**config.mk**
```make
export PLATFORM = sky130hd
export DESIGN_NAME = nstime_core
export DESIGN_NICKNAME = d
export VERILOG_FILES = /design/src/rtl/nstime_pkg.sv /design/src/rtl/nstime_regs.sv /design/src/rtl/nstime_prescale.sv /design/src/rtl/nstime_accum.sv /design/src/rtl/nstime_core.sv
export SDC_FILE = /design/constraint.sdc
export NUM_CORES = 1
export LEC_CHECK = 0
export CAP_MARGIN = 20
export CORE_MARGIN = 1
export CORE_UTILIZATION = 60
export CTS_CLUSTER_DIAMETER = 80
export DETAILED_ROUTE_END_ITERATION = 16
export GPL_TIMING_DRIVEN = 1
export PLACE_DENSITY = 0.9
export SLEW_MARGIN = 30
export SYNTH_ARGS = -nofsm -noshare
export SYNTH_HDL_FRONTEND = slang
export SYNTH_HIERARCHICAL = 1
export SYNTH_SLANG_ARGS = --single-unit
```
**constraint.sdc**
```tcl
create_clock -name clk -period 7.9 [get_ports clk]
set_input_delay 0.79 -clock clk [delete_from_list [all_inputs] [get_ports clk]]
set_output_delay 0.79 -clock clk [all_outputs]
set_load 0.1 [all_outputs]
```
**src/rtl/nstime_pkg.sv**
```systemverilog
package nstime_pkg;

  localparam int DATA_W = 32;
  localparam int ADDR_W = 4;

  typedef enum logic [ADDR_W-1:0] {
    A_CTRL     = 4'd0,
    A_ADD_FRAC = 4'd1,
    A_ADD_INT  = 4'd2,
    A_INIT_HI  = 4'd3,
    A_INIT_LO  = 4'd4,
    A_CMD      = 4'd5,
    A_TIME_HI  = 4'd6,
    A_TIME_LO  = 4'd7,
    A_SPARE    = 4'd8
  } reg_addr_e;

  // control word layout, msb first
  typedef struct packed {
    logic [15:0] rsv_hi;
    logic [3:0]  out_ival;
    logic [2:0]  rsv_mid;
    logic        out_en;
    logic [3:0]  tick_ival;
    logic [2:0]  rsv_lo;
    logic        en;
  } ctrl_t;

  localparam int CMD_ADDEND_BIT = 0;
  localparam int CMD_INIT_BIT   = 1;

  // nominal period of a clk_hz clock in ns, with frac_bits fractional bits
  function automatic logic [63:0] nominal_period(input longint unsigned clk_hz,
                                                 input int frac_bits);
    return (64'd1_000_000_000 << frac_bits) / clk_hz;
  endfunction

endpackage

```
**src/rtl/nstime_regs.sv**
```systemverilog
module nstime_regs
  import nstime_pkg::*;
#(
  parameter int INT_W     = 16,
  parameter int FRAC_W    = 32,
  parameter int HOLD_CLKS = 4,
  parameter logic [INT_W+FRAC_W-1:0] ADDEND_RST = '0
) (
  input  logic                    clk,
  input  logic                    rst,
  input  logic                    wr_en,
  input  logic [ADDR_W-1:0]       addr,
  input  logic [DATA_W-1:0]       wr_data,
  output ctrl_t                   ctrl_q,
  output logic [FRAC_W-1:0]       stage_frac,
  output logic [INT_W-1:0]        stage_int,
  output logic [DATA_W-1:0]       init_hi,
  output logic [DATA_W-1:0]       init_lo,
  output logic [INT_W+FRAC_W-1:0] active_addend,
  output logic                    load_init
);

  localparam int LOCK_W = $clog2(HOLD_CLKS + 1);

  logic              wr_cmd, set_addend, locked;
  logic [LOCK_W-1:0] lock_cnt;
  ctrl_t             ctrl_nxt;

  assign wr_cmd     = wr_en && (addr == A_CMD);
  assign set_addend = wr_cmd && wr_data[CMD_ADDEND_BIT];
  assign load_init  = wr_cmd && wr_data[CMD_INIT_BIT];
  assign locked     = (lock_cnt != '0);

  always_comb begin
    ctrl_nxt           = '0;
    ctrl_nxt.en        = wr_data[0];
    ctrl_nxt.tick_ival = wr_data[7:4];
    ctrl_nxt.out_en    = wr_data[8];
    ctrl_nxt.out_ival  = wr_data[15:12];
  end

  always_ff @(posedge clk) begin
    if (rst) begin
      ctrl_q        <= '0;
      stage_frac    <= '0;
      stage_int     <= '0;
      init_hi       <= '0;
      init_lo       <= '0;
      active_addend <= ADDEND_RST;
      lock_cnt      <= '0;
    end else begin
      if (set_addend) begin
        active_addend <= {stage_int, stage_frac};
        lock_cnt      <= LOCK_W'(HOLD_CLKS);
      end else if (locked) begin
        lock_cnt      <= lock_cnt - LOCK_W'(1);
      end
      if (wr_en) begin
        case (addr)
          A_CTRL:     ctrl_q <= ctrl_nxt;
          A_ADD_FRAC: if (!locked) stage_frac <= wr_data[FRAC_W-1:0];
          A_ADD_INT:  if (!locked) stage_int  <= wr_data[INT_W-1:0];
          A_INIT_HI:  init_hi <= wr_data;
          A_INIT_LO:  init_lo <= wr_data;
          default: ;
        endcase
      end
    end
  end


  stage_hold_chk: assert property (@(posedge clk) disable iff (rst)
    locked |=> $stable(stage_frac) && $stable(stage_int));


  lock_start_chk: assert property (@(posedge clk) disable iff (rst)
    set_addend |=> locked);

endmodule

```
**src/rtl/nstime_prescale.sv**
```systemverilog
module nstime_prescale #(
  parameter int IVAL_W = 4
) (
  input  logic              clk,
  input  logic              rst,
  input  logic              en,
  input  logic [IVAL_W-1:0] ival,
  output logic              tick
);

  logic [IVAL_W-1:0] pcnt;
  logic [IVAL_W-1:0] ival_eff;

  assign ival_eff = (ival == '0) ? IVAL_W'(1) : ival;
  assign tick     = en && (pcnt >= ival_eff - IVAL_W'(1));

  always_ff @(posedge clk) begin
    if (rst || !en || tick) pcnt <= '0;
    else                    pcnt <= pcnt + IVAL_W'(1);
  end


  tick_gap_chk: assert property (@(posedge clk) disable iff (rst)
    (tick && ival > IVAL_W'(1)) |=> (!tick || ival != $past(ival)));


  idle_tick_chk: assert property (@(posedge clk) disable iff (rst)
    !en |-> !tick);

endmodule

```
**src/rtl/nstime_accum.sv**
```systemverilog
module nstime_accum #(
  parameter int NS_W   = 64,
  parameter int FRAC_W = 32,
  parameter int ADD_W  = 48
) (
  input  logic             clk,
  input  logic             rst,
  input  logic             tick,
  input  logic             load,
  input  logic [NS_W-1:0]  load_val,
  input  logic [ADD_W-1:0] addend,
  output logic [NS_W-1:0]  ns
);

  localparam int ACC_W = NS_W + FRAC_W;

  logic [ACC_W-1:0] acc_q;
  logic [NS_W-1:0]  add_int_ext;

  assign ns          = acc_q[ACC_W-1:FRAC_W];
  assign add_int_ext = NS_W'(addend[ADD_W-1:FRAC_W]);

  always_ff @(posedge clk) begin
    if (rst)       acc_q <= '0;
    else if (load) acc_q <= {load_val, {FRAC_W{1'b0}}};
    else if (tick) acc_q <= acc_q + ACC_W'(addend);
  end


  hold_chk: assert property (@(posedge clk) disable iff (rst)
    (!tick && !load) |=> $stable(acc_q));


  load_chk: assert property (@(posedge clk) disable iff (rst)
    load |=> (ns == $past(load_val)) && (acc_q[FRAC_W-1:0] == '0));


  step_chk: assert property (@(posedge clk) disable iff (rst)
    (tick && !load) |=> ((ns - $past(ns)) == $past(add_int_ext)) ||
                        ((ns - $past(ns)) == $past(add_int_ext) + NS_W'(1)));

endmodule

```
**src/rtl/nstime_core.sv**
```systemverilog
module nstime_core
  import nstime_pkg::*;
#(
  parameter longint unsigned CLK_HZ = 600_000_000,
  parameter int INT_W     = 16,
  parameter int FRAC_W    = 32,
  parameter int IVAL_W    = 4,
  parameter int HOLD_CLKS = 4,
  parameter logic [31:0] SPARE_VALUE = 32'h5A5A_0600
) (
  input  logic              clk,
  input  logic              rst,
  input  logic              wr_en,
  input  logic [ADDR_W-1:0] addr,
  input  logic [DATA_W-1:0] wr_data,
  output logic [DATA_W-1:0] rd_data
);

  localparam int ADD_W = INT_W + FRAC_W;
  localparam int NS_W  = 2 * DATA_W;
  localparam logic [ADD_W-1:0] NOMINAL = ADD_W'(nominal_period(CLK_HZ, FRAC_W));

  ctrl_t             ctrl_q;
  logic [FRAC_W-1:0] stage_frac;
  logic [INT_W-1:0]  stage_int;
  logic [DATA_W-1:0] init_hi, init_lo, rd_mux;
  logic [ADD_W-1:0]  active_addend;
  logic              load_init, tick;
  logic [NS_W-1:0]   ns;

  nstime_regs #(
    .INT_W(INT_W), .FRAC_W(FRAC_W), .HOLD_CLKS(HOLD_CLKS), .ADDEND_RST(NOMINAL)
  ) u_regs (
    .clk(clk), .rst(rst), .wr_en(wr_en), .addr(addr), .wr_data(wr_data),
    .ctrl_q(ctrl_q), .stage_frac(stage_frac), .stage_int(stage_int),
    .init_hi(init_hi), .init_lo(init_lo), .active_addend(active_addend),
    .load_init(load_init)
  );

  nstime_prescale #(.IVAL_W(IVAL_W)) u_pre (
    .clk(clk), .rst(rst), .en(ctrl_q.en), .ival(ctrl_q.tick_ival[IVAL_W-1:0]),
    .tick(tick)
  );

  nstime_accum #(.NS_W(NS_W), .FRAC_W(FRAC_W), .ADD_W(ADD_W)) u_acc (
    .clk(clk), .rst(rst), .tick(tick), .load(load_init),
    .load_val({init_hi, init_lo}), .addend(active_addend), .ns(ns)
  );

  always_comb begin
    case (addr)
      A_CTRL:     rd_mux = ctrl_q;
      A_ADD_FRAC: rd_mux = DATA_W'(stage_frac);
      A_ADD_INT:  rd_mux = DATA_W'(stage_int);
      A_INIT_HI:  rd_mux = init_hi;
      A_INIT_LO:  rd_mux = init_lo;
      A_TIME_HI:  rd_mux = ns[NS_W-1:DATA_W];
      A_TIME_LO:  rd_mux = ns[DATA_W-1:0];
      A_SPARE:    rd_mux = SPARE_VALUE;
      default:    rd_mux = '0;
    endcase
  end

  always_ff @(posedge clk) rd_data <= rd_mux;


  spare_chk: assert property (@(posedge clk) disable iff (rst)
    ($past(addr) == A_SPARE) |-> (rd_data == SPARE_VALUE));


  cmd_read_chk: assert property (@(posedge clk) disable iff (rst)
    ($past(addr) == A_CMD) |-> (rd_data == '0));

endmodule

```
==> qor.yml <==
critical_path.reg2reg.endpoint: "u_acc/acc_q[40]"
setup_tns_ns: 0
rsz0062_at_grt: "no"
grt_max_degree: 122
p_per_area_nw_per_um2: 181
grt_overflow: 0
cts_root_buffer: "clkbuf_16"
routabilityCongestion: 1.01
p_switching_w: 0.000869
insertion_delay_ns: 0.52
ys_seq_elements: 305
crit_chain: "or2_1 -> nor3b_1 -> a21oi_1 -> ha_1 -> o211ai_1 -> a21oi_4 -> o21a_2 -> buf_4 -> nor2b_1 -> nand2b_1 -> mux2i_1 -> a2111oi_0"
fill_cells: 2327
setup_viol: 0
vdd_drop_max_uv: 192
regToRegSetupSlack_ns: 3.89
crit_family: "simple AND/OR/NAND/NOR gates"
drive_gt1_share_pct: 8.23
pwr-share-clk_pct: 46.9
final.setup.worst_slack_ns: 3.89
critPathArrivalTime_ns: 4.38
grt_use_total_pct: 35.5
n_antenna_cell: 0
critical_path.endpoint_type: "flop"
path_class: "flop to flop"
synth_edf_count: 0
via_per_inst: 6.54
hold_end: "u_regs/ctrl_q[12]"
clk_pin_slew_worst_paths_ns: 0.06
min_from: "u_regs/ctrl_q[12]"
antenna_left: 0
ys_warn_count: 6
startpoint_type: "flop"
max_cap_viol_count: 0
min_period_ns: 4.01
synth.distinct_cells: 89
path_max_fanout: 60
max_stage_delay_ns: 0.73
grt_pass1_wl_mm: 86.0
drt_iter0_markers: 1694
clock_skew_ns: 0.0274
slew_violations: 0
hold_buffers: 0
portBuffers: 70
postCtsSetupBuffers: 0
die_h_um: 176
worst_hold_slack_ns: 0.480
syn_avg_cell_area_um2: 8.89
power_frac_seq_pct: 44.9
hp-class: "flop to flop"
synthCells: 2047
ys_seq_area_share_pct: 33.6
tightest_slew_ns: 1.12
min_period_over_period_pct: 50.8
antenna_found_initial: 0
die_w_um: 176
cts_buffers: 34
ctsResizeCount: 0
fin_nets: 2064
internal-power_w: 0.00266
sw_frac_of_total_pct: 24.7
io_pins: 71
critical_path_required_ns: 8.26
cts_tree: "done"
drc: 0
reg2reg_depth: 12
max_freq_mhz: 249
num_rows: 63
core_area_um2: 29700
dpl.hpwl_mm: 39.6
syn_to_final_growth_pct: 6.86
routed_wl_mm: 55.9
p_leak_nw: 7.50
cts_sinks: 305
hold_depth: 2
fp.dieArea_um2: 31000
ys_dominant_reg_cell: "dfxtp_1"
ctsLongestPathBuffers: 3
via_count: 15600
grt_pass1_vias: 15100
start_util_pct: 61.2
dr.pass1.iters: 6
synthArstFlopShare_pct: 0
final_util_pct: 65.4
design_area_um2: 19400
pre_cts_slack_ns: 3.79
worstReg2RegStart: "u_regs/ctrl_q[4]"
p_comb_share_pct: 8.1
slew_headroom_pct: 25.5
critPathSlowestCell: "buf_4"
wl_per_cell_um: 23.5
outcome: "finished, final reports clean"
placed_area_um2: 18300
cp.buffers_inverters: 1
finalHoldViolations: 0
syn_area_um2: 18200
htree_num_levels: 2
-- routing by layer --
| metal | GRT usage (%) | vias up | part of all wire (%) |
|---|---|---|---|
| met3 | 5.77 | 211 | 8.4 |
| met4 | 23.5 | 0 | 7.1 |
| met2 | 55.3 | 851 | 44 |
| met1 | 45.2 | 7454 | 40 |
| met5 | 0 | - | 0 |
| li1 | - | 7066 | - |
-- synthesized netlist by cell type, types with 8 or more instances --
library cell  count  area [um2]
nor3b_1           8        60.1
buf_4            95         713
a22oi_1          39         293
nor2_1          162         608
a2111oi_0        13         114
nor4_1           13        81.3
nand2_1         106         398
nor2b_1          15        93.8
o21a_1            8        60.1
o21ai_0          31         155
o22ai_1           8        50.1
a31oi_1          12        75.1
a21o_1           15         113
inv_1            27         101
o221ai_1          8        70.1
and3_1           12        75.1
clkbuf_1         77         289
ha_1             55         688
and4_1            8        70.1
dfxtp_1         305        6110
a22o_1            8        70.1
xor2_1           29         254
o211ai_1         14         105
nand4_1          37         231
or3_1            13        81.3
mux2_2           49         552
mux2i_1         211        2110
nand3_1          29         145
o21ai_1          30         150
a21oi_1          93         465
o21bai_1         15         113
a211oi_1         40         300
xnor2_1          58         508
nor3_1           34         170
buf_6            12         135
nand2b_1        199        1240
buf_2            31         155
-- placed cells by master (no fill, tap or decap), types with 30 or more instances in the layout --
cell             count
dfxtp_1            305
mux2_2              49
nand2b_1           199
a21oi_1             93
nor2_1             161
a211oi_1            40
nor3_1              34
nand4_1             37
a22oi_1             39
o21ai_0             31
ha_1                55
o21ai_1             30
xnor2_1             58
mux2i_1            211
clkdlybuf4s50_1     66
clkbuf_16           34
nand2_1            105
-- through the flow --
| step | total power, W | cells |
|---|---|---|
| floorplan | 0.00183 | 2068 |
| global placement | 0.00188 | 2321 |
| detailed placement | 0.00189 | 2323 |
| CTS | 0.00353 | 2382 |
| global route | 0.00361 | 2382 |
| finish | 0.00353 | 2382 |
-- state kept, by name (all words and copies together), names as in the netlist --
name and cells:
u_regs/init_lo 32, rd_data 32, u_regs/lock_cnt 3, u_regs/stage_frac 32
u_regs/ctrl_q 10, u_acc/acc_q 96, u_regs/active_addend 48, u_regs/stage_int 16
u_pre/pcnt 4, u_regs/init_hi 32
-- worst max path at each step --
stage,start,to,slack [ns],depth (start not counted)
final,u_regs/ctrl_q[4],u_acc/acc_q[40],3.89,12
after global routing,u_regs/ctrl_q[4],u_acc/acc_q[89],3.68,14
after CTS,u_regs/ctrl_q[4],u_acc/acc_q[40],3.98,12
after detailed placement,addr[2],u_acc/acc_q[59],3.79,10
after global placement,addr[2],u_acc/acc_q[59],4.03,10
after floorplan,u_regs/ctrl_q[4],u_acc/acc_q[89],4.75,14
-- power by group through the flow --
stage / registers [W] / logic (W) / clock network [W]
floorplan: 0.00164 / 0.000187 / 0
global placement: 0.00162 / 0.000270 / 0
detailed placement: 0.00162 / 0.000277 / 0
CTS: 0.00158 / 0.000280 / 0.00166
global route: 0.00158 / 0.000304 / 0.00173
finish: 0.00158 / 0.000287 / 0.00165
-- worst reg2reg max path, stage by stage (launching register included) --
cell       delay [ns]
dfxtp_1          0.34
or2_1            0.28
nor3b_1          0.26
a21oi_1          0.09
ha_1             0.30
o211ai_1         0.12
a21oi_4          0.23
o21a_2           0.33
buf_4            0.74
nor2b_1          0.76
nand2b_1         0.13
mux2i_1          0.18
a2111oi_0        0.09
-- logic make-up (layout without fill, tap and decap cells) --
family	Yosys count	in the layout	synth area share, %
simple gates	696	696	20.9
compound gates	396	396	15.0
flops	305	305	33.6
mux	260	260	14.6
buf+inv	246	170	7.74
xor+xnor	87	87	4.19
fa+ha+maj	56	56	3.89
other cells	1	22	0.0206
-- layout make-up --
type / instances / area [um2] / share of cell area, %
Multi-Input combinational cell: 1517 / 10800 / 55.5
Sequential cell: 305 / 6110 / 31.4
Clock buffer: 44 / 948 / 4.88
Timing Repair Buffer: 84 / 800 / 4.11
Tap cell: 390 / 488 / 2.51
Clock inverter: 15 / 214 / 1.10
Inverter: 27 / 101 / 0.521
(Power assumes the default switching activity.)
